### src/rtl/rlfd_pkg.sv
package rlfd_pkg;

    // Decoder control states.
    typedef enum logic [1:0] {
        ST_HUNT_ZEROS = 2'd0,
        ST_COUNT_ONES = 2'd1,
        ST_DATA       = 2'd2,
        ST_ERROR      = 2'd3
    } rlfd_state_e;

    // Registered output bundle of the decoder.
    typedef struct packed {
        logic frame_start;
        logic bit_valid;
        logic bit_val;
        logic frame_err;
    } rlfd_out_t;

    // Number of bits needed to hold the value max_val.
    function automatic int cnt_width(input int max_val);
        return (max_val < 2) ? 1 : $clog2(max_val + 1);
    endfunction

endpackage

### src/rtl/rl_run_tracker.sv
module rl_run_tracker #(
    parameter int RUN_CAP = 64,
    parameter int RUN_W   = 7
) (
    input  logic             clk,
    input  logic             rst,
    input  logic             step,
    input  logic             sym,
    output logic             level_o,
    output logic [RUN_W-1:0] run_o,
    output logic [RUN_W-1:0] run_next_o,
    output logic             edge_o
);
    logic             level_q;
    logic [RUN_W-1:0] run_q;

    // A symbol differing from the held level starts a new run.
    assign edge_o     = (sym != level_q);
    assign run_next_o = edge_o ? RUN_W'(1) :
                        (run_q == RUN_W'(RUN_CAP)) ? run_q : run_q + RUN_W'(1);

    always_ff @(posedge clk) begin
        if (rst) begin
            level_q <= 1'b0;
            run_q   <= '0;
        end else if (step) begin
            level_q <= sym;
            run_q   <= run_next_o;
        end
    end

    assign level_o = level_q;
    assign run_o   = run_q;
endmodule

### src/rtl/rl_bit_cell.sv
module rl_bit_cell #(
    parameter int CELL_MIN = 10,
    parameter int CELL_MAX = 12,
    parameter int CELL_W   = 4
) (
    input  logic              clk,
    input  logic              rst,
    input  logic              start,
    input  logic              step,
    input  logic              edge_i,
    output logic [CELL_W-1:0] cnt_o,
    output logic              close_o,
    output logic              bit_o,
    output logic              twice_o
);
    logic [CELL_W-1:0] cnt_q;
    logic              mid_q;
    logic              late;

    assign late    = (cnt_q >= CELL_W'(CELL_MIN));
    // Boundary: a late flip, or a full cell followed by a steady symbol.
    assign close_o = step && ((edge_i && late) || (!edge_i && cnt_q >= CELL_W'(CELL_MAX)));
    // A second early flip inside the same cell is malformed.
    assign twice_o = step && edge_i && !late && mid_q;
    assign bit_o   = mid_q;

    always_ff @(posedge clk) begin
        if (rst) begin
            cnt_q <= '0;
            mid_q <= 1'b0;
        end else if (start) begin
            cnt_q <= CELL_W'(1);
            mid_q <= 1'b0;
        end else if (step) begin
            if (close_o) begin
                cnt_q <= CELL_W'(1);
                mid_q <= 1'b0;
            end else begin
                cnt_q <= cnt_q + CELL_W'(1);
                if (edge_i) mid_q <= 1'b1;
            end
        end
    end

    assign cnt_o = cnt_q;
endmodule

### src/rtl/rl_frame_decoder.sv
module rl_frame_decoder
    import rlfd_pkg::*;
#(
    parameter int ZERO_MIN = 20,
    parameter int ONE_MIN  = 15,
    parameter int CELL_MIN = 10,
    parameter int CELL_MAX = 12,
    parameter int RUN_MAX  = 24,
    parameter int NUM_BITS = 44
) (
    input  logic clk,
    input  logic rst,
    input  logic sym_valid,
    input  logic sym_in,
    output logic bit_out,
    output logic bit_valid,
    output logic frame_start,
    output logic frame_err
);
    localparam int RUN_CAP = ZERO_MIN + ONE_MIN + RUN_MAX + 1;
    localparam int RUN_W   = cnt_width(RUN_CAP);
    localparam int CELL_W  = cnt_width(CELL_MAX);
    localparam int BIT_W   = cnt_width(NUM_BITS);

    rlfd_state_e      state_q, state_d;
    logic [BIT_W-1:0] bits_q, bits_d;
    rlfd_out_t        out_q, out_d;

    logic             level_w;
    logic [RUN_W-1:0] run_w, run_nx;
    logic             edge_w;

    logic [CELL_W-1:0] cell_cnt;
    logic              cell_start, cell_step;
    logic              cell_close, cell_bit, cell_twice;

    rl_run_tracker #(
        .RUN_CAP(RUN_CAP),
        .RUN_W  (RUN_W)
    ) u_run (
        .clk       (clk),
        .rst       (rst),
        .step      (sym_valid),
        .sym       (sym_in),
        .level_o   (level_w),
        .run_o     (run_w),
        .run_next_o(run_nx),
        .edge_o    (edge_w)
    );

    assign cell_step = sym_valid && (state_q == ST_DATA);

    rl_bit_cell #(
        .CELL_MIN(CELL_MIN),
        .CELL_MAX(CELL_MAX),
        .CELL_W  (CELL_W)
    ) u_cell (
        .clk    (clk),
        .rst    (rst),
        .start  (cell_start),
        .step   (cell_step),
        .edge_i (edge_w),
        .cnt_o  (cell_cnt),
        .close_o(cell_close),
        .bit_o  (cell_bit),
        .twice_o(cell_twice)
    );

    always_comb begin
        state_d    = state_q;
        bits_d     = bits_q;
        out_d      = '0;
        cell_start = 1'b0;
        unique case (state_q)
            ST_HUNT_ZEROS: begin
                // Rising flip that ends a long enough zero run.
                if (sym_valid && edge_w && sym_in && !level_w &&
                    run_w > RUN_W'(ZERO_MIN))
                    state_d = ST_COUNT_ONES;
            end
            ST_COUNT_ONES: begin
                if (sym_valid && edge_w) begin
                    if (run_w >= RUN_W'(ONE_MIN)) begin
                        state_d           = ST_DATA;
                        cell_start        = 1'b1;
                        out_d.frame_start = 1'b1;
                        bits_d            = '0;
                    end else begin
                        state_d = ST_HUNT_ZEROS;
                    end
                end
            end
            ST_DATA: begin
                if (sym_valid) begin
                    if (cell_twice || (!edge_w && run_nx > RUN_W'(RUN_MAX))) begin
                        state_d         = ST_ERROR;
                        out_d.frame_err = 1'b1;
                    end else if (cell_close) begin
                        out_d.bit_valid = 1'b1;
                        out_d.bit_val   = cell_bit;
                        if (bits_q == BIT_W'(NUM_BITS - 1)) begin
                            state_d = ST_HUNT_ZEROS;
                            bits_d  = '0;
                        end else begin
                            bits_d = bits_q + BIT_W'(1);
                        end
                    end
                end
            end
            ST_ERROR: state_d = ST_HUNT_ZEROS;
            default:  state_d = ST_HUNT_ZEROS;
        endcase
    end

    always_ff @(posedge clk) begin
        if (rst) begin
            state_q <= ST_HUNT_ZEROS;
            bits_q  <= '0;
            out_q   <= '0;
        end else begin
            state_q <= state_d;
            bits_q  <= bits_d;
            out_q   <= out_d;
        end
    end

    assign bit_out     = out_q.bit_val;
    assign bit_valid   = out_q.bit_valid;
    assign frame_start = out_q.frame_start;
    assign frame_err   = out_q.frame_err;
endmodule

### config.mk
export PLATFORM = sky130hd
export DESIGN_NAME = rl_frame_decoder
export DESIGN_NICKNAME = d
export VERILOG_FILES = /design/src/rtl/rlfd_pkg.sv /design/src/rtl/rl_run_tracker.sv /design/src/rtl/rl_bit_cell.sv /design/src/rtl/rl_frame_decoder.sv
export SDC_FILE = /design/constraint.sdc
export NUM_CORES = 1
export LEC_CHECK = 0
export ABC_AREA = 1
export BUFFER_PORTS_ARGS = -buffer_cell sky130_fd_sc_hd__buf_2
export CAP_MARGIN = 0
export CORE_MARGIN = 4
export CORE_UTILIZATION = 60
export DETAILED_ROUTE_END_ITERATION = 7
export MAX_ROUTING_LAYER = met4
export PLACE_DENSITY = 0.82
export SETUP_SLACK_MARGIN = 0.05
export SYNTH_ARGS = -nofsm -noshare
export SYNTH_HDL_FRONTEND = slang
export SYNTH_SLANG_ARGS = --single-unit
### constraint.sdc
create_clock -name clk -period 2 [get_ports clk]
set_clock_uncertainty 0.15 [all_clocks]
set_input_delay 0.1 -clock clk [delete_from_list [all_inputs] [get_ports clk]]
set_output_delay 0.1 -clock clk [all_outputs]
set_load 0.005 [all_outputs]
==> metrics.md <==
| Metric | Value |
|---|---|
| CP Capture Type | flip-flop |
| CP Max Fanout | 7 |
| Worst path arrival time | roughly 2100 ps |
| Vias in the first global route | around 1,400 |
| Final instance area | ~1800 sq um |
| Post-synth ARST share | 0% |
| Hold Crit Class | input pin to flip-flop |
| Mapped Cells | between 200 and 250 |
| Post-synth cell types | 30 |
| Register bit total from synthesis | 24 |
| Hold Crit Endpoint | u_run.run_o[1] |
| Fillers | 160 |
| Clock sinks | 24 |
| Io pins | 8 |
| PortBufs | 7 |
| Pwr Total | about 1.2 mW |
| Reg2reg end | bits_q[5] |
| Critical Path RT | 2080 ps |
| Largest net degree at the start of global routing | 14 |
| Hold_ws | -7.47 ps |
| Clock period minus worst slack | between 1500 and 2000 ps |
| RSZ-0062 raised after global routing | true |
| GPL Wtd Cong | around 0.95 |
| Register-to-register path setup slack | 30 ps |
| Final ANT Viol Nets | 0 |
| Slew @ Worst Pin | ~420 ps |
| Crit Path Category | flip-flop to flip-flop |
| Final slew viol count | 0 |
| Final Cycle Share | 98.3% |
| Post-Syn Area per Cell | between 6 and 7 sq um |
| Reg2reg start | u_run.run_o[1] |
| First-pass GRT wire length | 5820 um |
| YS warnings | 0 |
| Total leakage power | between 0.7 and 0.8 nW |
| Max Cap Violations | 0 |
| Fraction of layout cells with a size suffix above 1 | 29.2% |
| Antenna violations before repair | 0 |
| Initial core utilization | about two thirds |
| Area leader, netlist | dfxtp_1 |
| Gr busiest metal | met2 |
| All-Layer GR Usage | about 22% |
| Area Overhead vs Synth | 18.8% |
| Slowest CP cell | dfxtp_4 |
| Cts bufs inserted | 3 |
| Detailed Place HPWL | roughly 2300 um |
| Via Count | between 1,000 and 1,500 |
| Post-route DRC | 0 |
| M3 GR Usage | 4.01% |
| Chip height | roughly 58 um |
| Critical-path cell list | inv_4 > ha_4 > nand3_4 > o21ai_2 > nor2_1 > nor2_1 > nand2_1 > nand2_1 > nand2_2 > nand2_4 > nand2_8 > a21oi_2 > nor2_1 |
| Main synth FF type | dfxtp_1 |
| Fin nets | 236 |
| DR WL/cell | between 10 and 15 um |
| Syn nets | about 220 |
| Synth top area share | roughly a third |
| CTS tree | built |
| Grt met1 use | 25.5% |
| Met2 Usage GRT | between 30% and 40% |
| Sequential share of the synthesized area | 32.4% |
| TritonRoute pass-1 iters | 6 |
| Clock Path Buffers | 2 |
| EDFF count, synth | 0 |
| Worst Reg-to-Reg Cells | 13 |
| P per Cell Area | around 670 nW/um^2 |
| Slew HR | 72.2% |
| Post-Syn Area | roughly 1500 sq um |
| VDD IR-drop max | between 0.5 and 0.6 mV |
| Startpoint types | flip-flop |
| Die width | about 58 um |
| Cell with the most instances after synthesis | nand2_1 |
| Status | finished with violations |
| Dpl cell area | approximately 1500 sq um |
| Root buffer cell | clkbuf_4 |
| Max Fclk | 509 MHz |
| Fin. Hold Viols | 1 |
| Total routed wirelength | around 3500 um |
| Ant. Diodes | 0 |
| # setup viols final | 0 |
| 1st-iter DRT viols | 44 |
| Worst Hold Depth | 4 |
| H-tree depth | 1 |
| Top post-synthesis cells by area | dfxtp_1, nand2_1, inv_1 |
| Worst stage delay on the critical path | around 400 ps |
| Site row count | 17 |
| Clock latency on the worst-skew pair | 320 ps |
| Top cells by count, synth | nand2_1, inv_1, nor2_1 |
| Clock-pin slew on the worst setup and hold paths | roughly 130 ps |
| Die ar. | ~3300 sq um |
| Failing checks | hold timing |
| Cell mode on critical path | nor2_1 |
| HP Start | sym_in |
| Core footprint | 2280 sq um |
| DR vias/cell | 5.65 |
| Remaining Overflow, GRT | 0 |
[worst max path at each step]
stage,startpoint,to,slack (ps),cells past startpoint
final,u_run.run_o[1],bits_q[5],30,13
after global placement,u_run.run_o[0],bits_q[3],40,13
after floorplan,u_run.run_o[0],bits_q[0],120,14
after detailed placement,u_run.run_o[0],bits_q[0],-30,13
after global routing,u_run.run_o[0],bits_q[1],-140,14
after CTS,u_cell.cnt_o[1],bits_q[1],50,9
[worst max-delay path: cells and delay by family (launching register included)]
family	cells	cell delay (ps)
buf+inv	1	60
flops	1	400
compound gates	2	340
fa+ha+maj	1	140
simple gates	9	790
[placed cells by master, fill, tap and decap left out, types with 2 or more instances in the layout]
cell,synthesis,routed
nand2_2,5,5
dlygate4sd3_1,0,3
inv_1,25,23
or2_2,5,5
nand3_1,16,11
nor2_4,2,2
nor2_1,25,24
nor3_1,2,2
nand4_1,2,2
nand2_4,3,4
dfxtp_1,24,21
a21oi_1,16,13
ha_4,0,2
dfxtp_4,0,2
buf_4,2,3
o21ai_0,7,7
nor2_2,2,3
nand2_8,0,2
nand3_2,4,8
inv_2,2,2
a21oi_2,6,8
nand2_1,43,41
xor2_1,4,4
ha_1,5,3
buf_2,0,7
nor4_1,2,2
clkbuf_4,0,3
inv_4,0,2
[layer usage]
layer / up-vias / share of wire (%)
li1: 718 / -
met1: 655 / 44
met2: 49 / 48
met3: 12 / 5.3
met4: 0 / 2.0
met5: - / 0
[sequential cells by signal (all words and copies together), names as in the netlist]
name	cells
bit_valid	1
u_cell.bit_o	1
bit_out	1
u_run.run_o	6
frame_start	1
u_run.level_o	1
state_q	2
bits_q	6
frame_err	1
u_cell.cnt_o	4
[cell type report]
type / instances / area [sq um] / area share, %
Tap cell: 28 / 35.0 / 1.99
Inverter: 28 / 110 / 6.26
Timing Repair Buffer: 14 / 108 / 6.12
Multi-Input combinational cell: 156 / 981 / 55.8
Clock buffer: 4 / 36.3 / 2.06
Sequential cell: 24 / 489 / 27.8
[where the power goes]
part / internal, mW / switching (mW) / leakage [nW]
Combinational: 0.135 / 0.233 / 0.516
Sequential: 0.513 / 0.0372 / 0.196
Clock: 0.111 / 0.149 / 0.0210
[through the flow]
stage	worst slack (ps)	instances	util, %	TNS (ps)
global route	-135	254	77.3	-895
global placement	40.5	244	67.6	0
CTS	54.6	254	73.6	0
detailed placement	-32.7	244	67.6	-124
floorplan	123	212	-	0
finish	34.4	254	77.3	0
[timing repair]
item                       in CTS  in global routing
pin swaps                       3                 11
buffers inserted                2                  0
resized for setup              10                 21
setup endpoints to repair       8                  8
hold buffers                    3                  0
gates cloned                    1                  0
hold endpoints to repair        8                  0
[cell families (layout without fill, tap and decap cells)]
logic type | Yosys count | after routing | share of synthesized area (%)
simple gates | 113 | 114 | 38.0
compound gates | 33 | 33 | 13.1
buf+inv | 33 | 46 | 9.88
flops | 24 | 24 | 32.4
fa+ha+maj | 5 | 5 | 4.22
xor+xnor | 4 | 4 | 2.36
Power figures use the tool's default switching activity.
